==> config.mk <==
export PLATFORM = sky130hd
export DESIGN_NAME = pwrup_init_seq
export DESIGN_NICKNAME = d
export VERILOG_FILES = /design/src/rtl/pwrup_init_pkg.sv /design/src/rtl/pwrup_settle_sel.sv /design/src/rtl/pwrup_dly_timer.sv /design/src/rtl/pwrup_cm_sweep.sv /design/src/rtl/pwrup_init_seq.sv
export SDC_FILE = /design/constraint.sdc
export NUM_CORES = 1
export LEC_CHECK = 0
export ABC_CLOCK_PERIOD_IN_PS = 3500
export BUFFER_PORTS_ARGS = -buffer_cell sky130_fd_sc_hd__buf_2
export CAP_MARGIN = 20
export CORE_UTILIZATION = 47
export DETAILED_ROUTE_END_ITERATION = 8
export PLACE_DENSITY = 0.68
export SLEW_MARGIN = 20
export SYNTH_ARGS = -nofsm -noshare
export SYNTH_HDL_FRONTEND = slang
export SYNTH_HIERARCHICAL = 1
export SYNTH_SLANG_ARGS = --single-unit
==> constraint.sdc <==
create_clock -name clk_i -period 3.5 [get_ports clk_i]
set_input_delay 0.175 -clock clk_i [delete_from_list [all_inputs] [get_ports clk_i]]
set_output_delay 0.175 -clock clk_i [all_outputs]
set_load 0.01 [all_outputs]
==> src/rtl/pwrup_init_pkg.sv <==
package pwrup_init_pkg;

  typedef enum logic [2:0] {
    ST_IDLE,
    ST_RST,
    ST_SETTLE,
    ST_CR_WR,
    ST_CR_WAIT,
    ST_CM_WR,
    ST_DONE
  } seq_state_e;

  // input clock rate codes carried in the control-register field
  localparam logic [1:0] CK_4M  = 2'b00;
  localparam logic [1:0] CK_8M  = 2'b01;
  localparam logic [1:0] CK_16M = 2'b10;

  localparam int unsigned CKF_LSB = 5;

endpackage

==> src/rtl/pwrup_settle_sel.sv <==
module pwrup_settle_sel #(
  parameter int unsigned UNIT_CYC = 25000,
  parameter int unsigned W        = 17
) (
  input  logic         osc_ext_i,
  input  logic [1:0]   clk_code_i,
  output logic [W-1:0] settle_cyc_o
);
  import pwrup_init_pkg::*;

  localparam logic [W-1:0] ONE_U  = W'(UNIT_CYC);
  localparam logic [W-1:0] TWO_U  = W'(2 * UNIT_CYC);
  localparam logic [W-1:0] FOUR_U = W'(4 * UNIT_CYC);

  always_comb begin
    if (osc_ext_i) begin
      settle_cyc_o = ONE_U;
    end else begin
      unique case (clk_code_i)
        CK_4M:   settle_cyc_o = FOUR_U;
        CK_8M:   settle_cyc_o = TWO_U;
        default: settle_cyc_o = ONE_U;
      endcase
    end
  end

endmodule

==> src/rtl/pwrup_dly_timer.sv <==
module pwrup_dly_timer #(
  parameter int unsigned W = 17
) (
  input  logic         clk_i,
  input  logic         rst_ni,
  input  logic         load_i,
  input  logic [W-1:0] load_val_i,
  output logic         expire_o
);

  logic [W-1:0] cnt_q;

  always_ff @(posedge clk_i or negedge rst_ni) begin
    if (!rst_ni)             cnt_q <= '0;
    else if (load_i)         cnt_q <= load_val_i;
    else if (cnt_q != '0)    cnt_q <= cnt_q - 1'b1;
  end

  assign expire_o = (cnt_q == '0);

endmodule

==> src/rtl/pwrup_cm_sweep.sv <==
module pwrup_cm_sweep #(
  parameter int unsigned DEPTH = 1024,
  parameter int unsigned IW    = 10
) (
  input  logic          clk_i,
  input  logic          rst_ni,
  input  logic          clr_i,
  input  logic          step_i,
  output logic [IW-1:0] idx_o,
  output logic          last_o
);

  localparam logic [IW-1:0] LAST_IDX = IW'(DEPTH - 1);

  logic [IW-1:0] idx_q;

  always_ff @(posedge clk_i or negedge rst_ni) begin
    if (!rst_ni)      idx_q <= '0;
    else if (clr_i)   idx_q <= '0;
    else if (step_i)  idx_q <= idx_q + 1'b1;
  end

  assign idx_o  = idx_q;
  assign last_o = (idx_q == LAST_IDX);

  assert_idx_range_R8: assert property (@(posedge clk_i) disable iff (!rst_ni)
    idx_q <= LAST_IDX);

endmodule

==> src/rtl/pwrup_init_seq.sv <==
module pwrup_init_seq #(
  parameter int unsigned AW              = 14,
  parameter int unsigned DW              = 16,
  parameter int unsigned RST_PULSE_CYC   = 64,
  parameter int unsigned SETTLE_UNIT_CYC = 25000,
  parameter int unsigned CR_WAIT_CYC     = 25000,
  parameter int unsigned CM_DEPTH        = 1024,
  parameter logic [AW-1:0] CR_ADDR       = 'h0000,
  parameter logic [AW-1:0] CM_BASE       = 'h2000,
  parameter logic [DW-1:0] CM_FILL       = '0
) (
  input  logic          clk_i,
  input  logic          rst_ni,
  input  logic          start_i,
  input  logic          osc_ext_i,
  input  logic [1:0]    clk_code_i,
  output logic          dev_rst_no,
  output logic          trst_no,
  output logic          ode_o,
  output logic          wr_req_o,
  output logic [AW-1:0] wr_addr_o,
  output logic [DW-1:0] wr_data_o,
  input  logic          wr_ack_i,
  output logic          done_o
);
  import pwrup_init_pkg::*;

  localparam int unsigned SETTLE_MAX = 4 * SETTLE_UNIT_CYC;
  localparam int unsigned DLY_A      = (RST_PULSE_CYC > CR_WAIT_CYC) ? RST_PULSE_CYC : CR_WAIT_CYC;
  localparam int unsigned DLY_MAX    = (DLY_A > SETTLE_MAX) ? DLY_A : SETTLE_MAX;
  localparam int unsigned CNT_W      = $clog2(DLY_MAX + 1);
  localparam int unsigned IDX_W      = (CM_DEPTH > 1) ? $clog2(CM_DEPTH) : 1;
  localparam logic [AW-1:0] CM_LAST  = CM_BASE + AW'(CM_DEPTH - 1);

  seq_state_e         state_q, state_d;
  logic               cfg_ext_q;
  logic [1:0]         cfg_code_q;
  logic               tmr_load, tmr_expire;
  logic [CNT_W-1:0]   tmr_val;
  logic [CNT_W-1:0]   settle_cyc;
  logic               sw_clr, sw_step, sw_last;
  logic [IDX_W-1:0]   sw_idx;
  logic [DW-1:0]      cr_word;
  logic               launch;

  assign launch = start_i && (state_q == ST_IDLE || state_q == ST_DONE);

  pwrup_settle_sel #(.UNIT_CYC(SETTLE_UNIT_CYC), .W(CNT_W)) u_settle (
    .osc_ext_i   (cfg_ext_q),
    .clk_code_i  (cfg_code_q),
    .settle_cyc_o(settle_cyc)
  );

  pwrup_dly_timer #(.W(CNT_W)) u_timer (
    .clk_i     (clk_i),
    .rst_ni    (rst_ni),
    .load_i    (tmr_load),
    .load_val_i(tmr_val),
    .expire_o  (tmr_expire)
  );

  pwrup_cm_sweep #(.DEPTH(CM_DEPTH), .IW(IDX_W)) u_sweep (
    .clk_i (clk_i),
    .rst_ni(rst_ni),
    .clr_i (sw_clr),
    .step_i(sw_step),
    .idx_o (sw_idx),
    .last_o(sw_last)
  );

  always_ff @(posedge clk_i or negedge rst_ni) begin
    if (!rst_ni) begin
      state_q    <= ST_IDLE;
      cfg_ext_q  <= 1'b0;
      cfg_code_q <= CK_16M;
    end else begin
      state_q <= state_d;
      if (launch) begin
        cfg_ext_q  <= osc_ext_i;
        cfg_code_q <= clk_code_i;
      end
    end
  end

  // timed states load N-1 on entry, so each lasts exactly N cycles
  always_comb begin
    state_d  = state_q;
    tmr_load = 1'b0;
    tmr_val  = '0;
    sw_clr   = 1'b0;
    sw_step  = 1'b0;
    unique case (state_q)
      ST_IDLE, ST_DONE: if (start_i) begin
        state_d  = ST_RST;
        tmr_load = 1'b1;
        tmr_val  = CNT_W'(RST_PULSE_CYC - 1);
        sw_clr   = 1'b1;
      end
      ST_RST: if (tmr_expire) begin
        state_d  = ST_SETTLE;
        tmr_load = 1'b1;
        tmr_val  = settle_cyc - 1'b1;
      end
      ST_SETTLE: if (tmr_expire) state_d = ST_CR_WR;
      ST_CR_WR: if (wr_ack_i) begin
        state_d  = ST_CR_WAIT;
        tmr_load = 1'b1;
        tmr_val  = CNT_W'(CR_WAIT_CYC - 1);
      end
      ST_CR_WAIT: if (tmr_expire) state_d = ST_CM_WR;
      ST_CM_WR: if (wr_ack_i) begin
        if (sw_last) state_d = ST_DONE;
        else         sw_step = 1'b1;
      end
      default: state_d = ST_IDLE;
    endcase
  end

  always_comb begin
    cr_word = '0;
    cr_word[CKF_LSB +: 2] = cfg_code_q;
  end

  assign dev_rst_no = (state_q != ST_RST);
  assign ode_o      = (state_q == ST_DONE);
  assign trst_no    = (state_q == ST_DONE);
  assign done_o     = (state_q == ST_DONE);
  assign wr_req_o   = (state_q == ST_CR_WR) || (state_q == ST_CM_WR);
  assign wr_addr_o  = (state_q == ST_CR_WR) ? CR_ADDR : CM_BASE + AW'(sw_idx);
  assign wr_data_o  = (state_q == ST_CR_WR) ? cr_word : CM_FILL;

  // interval counters for the timing checks
  logic [CNT_W:0] chk_low_cnt, chk_hi_cnt;

  always_ff @(posedge clk_i or negedge rst_ni) begin
    if (!rst_ni) begin
      chk_low_cnt <= '0;
      chk_hi_cnt  <= '0;
    end else begin
      chk_low_cnt <= dev_rst_no ? '0 : chk_low_cnt + 1'b1;
      if (!dev_rst_no)          chk_hi_cnt <= '0;
      else if (chk_hi_cnt != '1) chk_hi_cnt <= chk_hi_cnt + 1'b1;
    end
  end

  assert_rst_width_R3: assert property (@(posedge clk_i) disable iff (!rst_ni)
    $rose(dev_rst_no) |-> chk_low_cnt == (CNT_W+1)'(RST_PULSE_CYC));

  assert_settle_gap_R4: assert property (@(posedge clk_i) disable iff (!rst_ni)
    ($rose(wr_req_o) && wr_addr_o == CR_ADDR) |-> chk_hi_cnt == {1'b0, settle_cyc});

  assert_req_hold_R6: assert property (@(posedge clk_i) disable iff (!rst_ni)
    (wr_req_o && !wr_ack_i) |=> (wr_req_o && $stable(wr_addr_o) && $stable(wr_data_o)));

  assert_ode_after_cm_R8: assert property (@(posedge clk_i) disable iff (!rst_ni)
    $rose(ode_o) |-> $past(wr_req_o && wr_ack_i && wr_addr_o == CM_LAST));

  assert_done_sticky_R9: assert property (@(posedge clk_i) disable iff (!rst_ni)
    (done_o && !start_i) |=> done_o);

  assert_no_req_in_rst_R2: assert property (@(posedge clk_i) disable iff (!rst_ni)
    !dev_rst_no |-> (!wr_req_o && !ode_o));

endmodule

==> flow_summary.toml <==
[yosys]
yosysSeqAreaShare_pct = 30.6
synth_area_leader_cell = "dfrtp_1"
synthFlopType = "dfrtp_1"
synth.avg_cell_area_sq_um = 8.36
synth-edff-count = 0
netlist_area_sq_um = 2700
yosys-top-cells-count = "dfrtp_1, nand2_1, buf_4"
ys_async_sr_fraction_pct = 100
yosysWarningCount = 6
synthDistinctLibCells = 52
synth_top_area_share_pct = 29.7
synthTopCellsByArea = "dfrtp_1, buf_4, xnor2_1"
synth-seq-cells = 33
yosysMostFrequentCell = "dfrtp_1"
syn_inst = 323

[layout]
n_antenna_cell = 0
nNetsFinal = 348
fin_cells = 410
synthToLayoutAreaGrowth_pct = 5.98
layout-drive-gt1-share_pct = 16.9
fillers = 530
fin_util_pct = 52.0
final_cell_area_sq_um = 2860

[die]
std_cell_rows = 27
ios = 42
dieHeight_um = 77.8
dieArea_sq_um = 6050
core_area_sq_um = 5510
die_w_um = 77.8
start_util_pct = 49.0

[setup_path]
critPathBufInv = 3
crit_path_start_kind = "register"
worst-path-max-fanout = 21
setup.worst_path.class = "register to register"
cp_cell_sequence = "inv_1 -> ha_1 -> nor4b_1 -> buf_4 -> nand2b_1 -> nor3_2 -> nor2b_1 -> nand2b_1 -> nand2_1 -> buf_4 -> nand2b_1 -> o31a_1"
crit_family = "simple AND/OR/NAND/NOR gates"
cp-end-kind = "register"
cp.arrival_ns = 2.85
worstPathRequired_ns = 3.67
crit_slowest_cell = "nand2_1"
cpMostUsedCell = "nand2b_1"
critPathMaxStageDelay_ns = 0.45

[sta]
slew_headroom_pct = 32.9
finalSetupViolCount = 0
min_period_ns = 2.68
rsz0062_at_grt = "no"
max_freq_ghz = 0.373
tightestPinTransition_ns = 0.992
hold_viol_final = 0
fin_skew_ns = 0.00587
slew_viol_final = 0
finalSetupTns_ns = 0
fin_crit_sh_pct = 76.6

[clocking]
ctsResizeCount = 0
ctsRootBufferMaster = "clkbuf_8"
cts.sinks = 33
numCtsBuffers = 5
path_clk_slew_ns = 0.06
cts_tree = "done"
post-cts-setup-buffers = 0
h-tree-depth = 2
clk_latency_ns = 0.28
clock_path_buffers = 2

[worst_hold_path]
min_path_type = "primary input to register"

[run]
maxCapViolations = 0

[grt]
grt_antenna_before_repair = 0
track_usage_pct = 19.3
grt_pass1_vias = 1943
grt_pass1_wl_um = 9110
grt_max_degree = 34
grt_overflow_total = 0

[placed_design]
placed_area_sq_um = 2770
hpwl_um = 3970
place_congestion = 0.824
port_buffers = 24
placedCellCount = 402

[routing]
drtPass1Iterations = 4
drc_errors = 0
via_per_inst = 5.34
postRouteWirelength_um = 5470
drt_iter0_drc = 149
wl_per_cell_um = 13.3
postRouteAntennaNets = 0
vias = 2191

[pwr]
total_leakage_power_nw = 1.18
pwr_density_cell_nw_per_um2 = 620
max-vdd-ir-drop_v = 0.000352

[run_status]
status = "completed"
-- where the power goes --
part	internal (mW)	total (mW)	switching [mW]
combinational	0.360	0.803	0.443
sequential	0.508	0.679	0.171
clock	0.156	0.293	0.137
total	1.02	1.77	0.751
-- per-stage QoR --
| step | setup WS, ns | hold WS [ns] | total power, mW |
|---|---|---|---|
| floorplan | 0.330 | -0.121 | 1.35 |
| global placement | 0.849 | 0.296 | 1.46 |
| detailed placement | 0.846 | 0.293 | 1.48 |
| CTS | 0.830 | 0.116 | 1.78 |
| global route | 0.475 | 0.116 | 1.92 |
| finish | 0.820 | 0.122 | 1.77 |
-- timing repair --
item | in CTS | in global routing
endpoints found under the hold margin | 32 | 0
setup endpoints to repair | 0 | 0
hold buffers | 1 | 0
-- worst paths after layout --
path	startpoint	slack, ns	end	cells after the start
worst min-delay path	clk_code_i[0]	0.12	cfg_code_q[0]	2
max in group asynchronous	rst_ni	2.51	u_sweep/idx_o[6]	2
worst min register to register	u_sweep/idx_o[9]	0.57	u_sweep/idx_o[9]	2
min in group asynchronous	rst_ni	0.50	u_timer/cnt_q[9]	2
worst max register to register	u_timer/cnt_q[0]	0.82	u_timer/cnt_q[15]	12
worst max-delay path	u_timer/cnt_q[0]	0.82	u_timer/cnt_q[15]	12
-- cell usage in the layout (no fill, tap or decap), types with 3 or more instances in the layout --
cell type  netlist  final
a21boi_0         5      5
a21oi_1         13     13
and2_1          13     13
buf_2            3     24
buf_4           30      8
clkbuf_8         0      6
conb_1           2     22
dfrtp_1         32     32
ha_1             3      3
inv_1            6      6
mux2_2           3      3
nand2_1         31     31
nand2b_1         6      6
nand3_1          4      4
nand4_1          3      3
nor2_1          23     23
nor3_1           9      9
nor4_1           8      8
nor4b_1          3      3
o21ai_0         19     19
o31ai_1         17     17
or2_2            3      3
or3_1            7      7
or4_1            7      7
xnor2_1         15     15
xor2_1          12     12
-- final cells by class --
class	instances	area, sq um	share of cell area (%)
timing repair buffer	33	190	6.65
multi-input combinational	259	1650	57.5
tap	72	90.1	3.15
clock buffer	7	86.3	3.02
inverter	6	22.5	0.787
sequential	33	827	28.9
-- logic make-up (layout without fill, tap and decap cells) --
family	Yosys count	after routing	synth area share [%]
AO/OA/AOI/OAI	64	64	15.9
AND/OR/NAND/NOR	138	138	29.7
flip-flops	33	33	30.6
other	2	22	0.278
adder cells (fa/ha/maj)	3	3	1.39
multiplexers	5	5	1.99
XOR/XNOR	27	27	8.76
buffers and inverters	51	46	11.4
-- worst register-to-register path, stage by stage, from the launching register on --
cell and delay [ns]:
dfrtp_1 0.39, inv_1 0.09, ha_1 0.22, nor4b_1 0.25, buf_4 0.18, nand2b_1 0.09
nor3_2 0.15, nor2b_1 0.24, nand2b_1 0.10, nand2_1 0.45, buf_4 0.26, nand2b_1 0.06
o31a_1 0.10
-- routing by layer --
metal,up-vias,GRT usage (%),share of wire (%)
met1,1015,27.1,50
li1,1117,-,-
met3,6,4.47,4.7
met5,-,0,0
met4,0,5.66,1.1
met2,53,29.3,44
-- state kept, by name (all words and copies together), names as in the netlist --
signal	flops
state_q	3
u_sweep/idx_o	10
cfg_ext_q	1
cfg_code_q	2
u_timer/cnt_q	17
No activity file was read; power rests on OpenSTA's default activity.
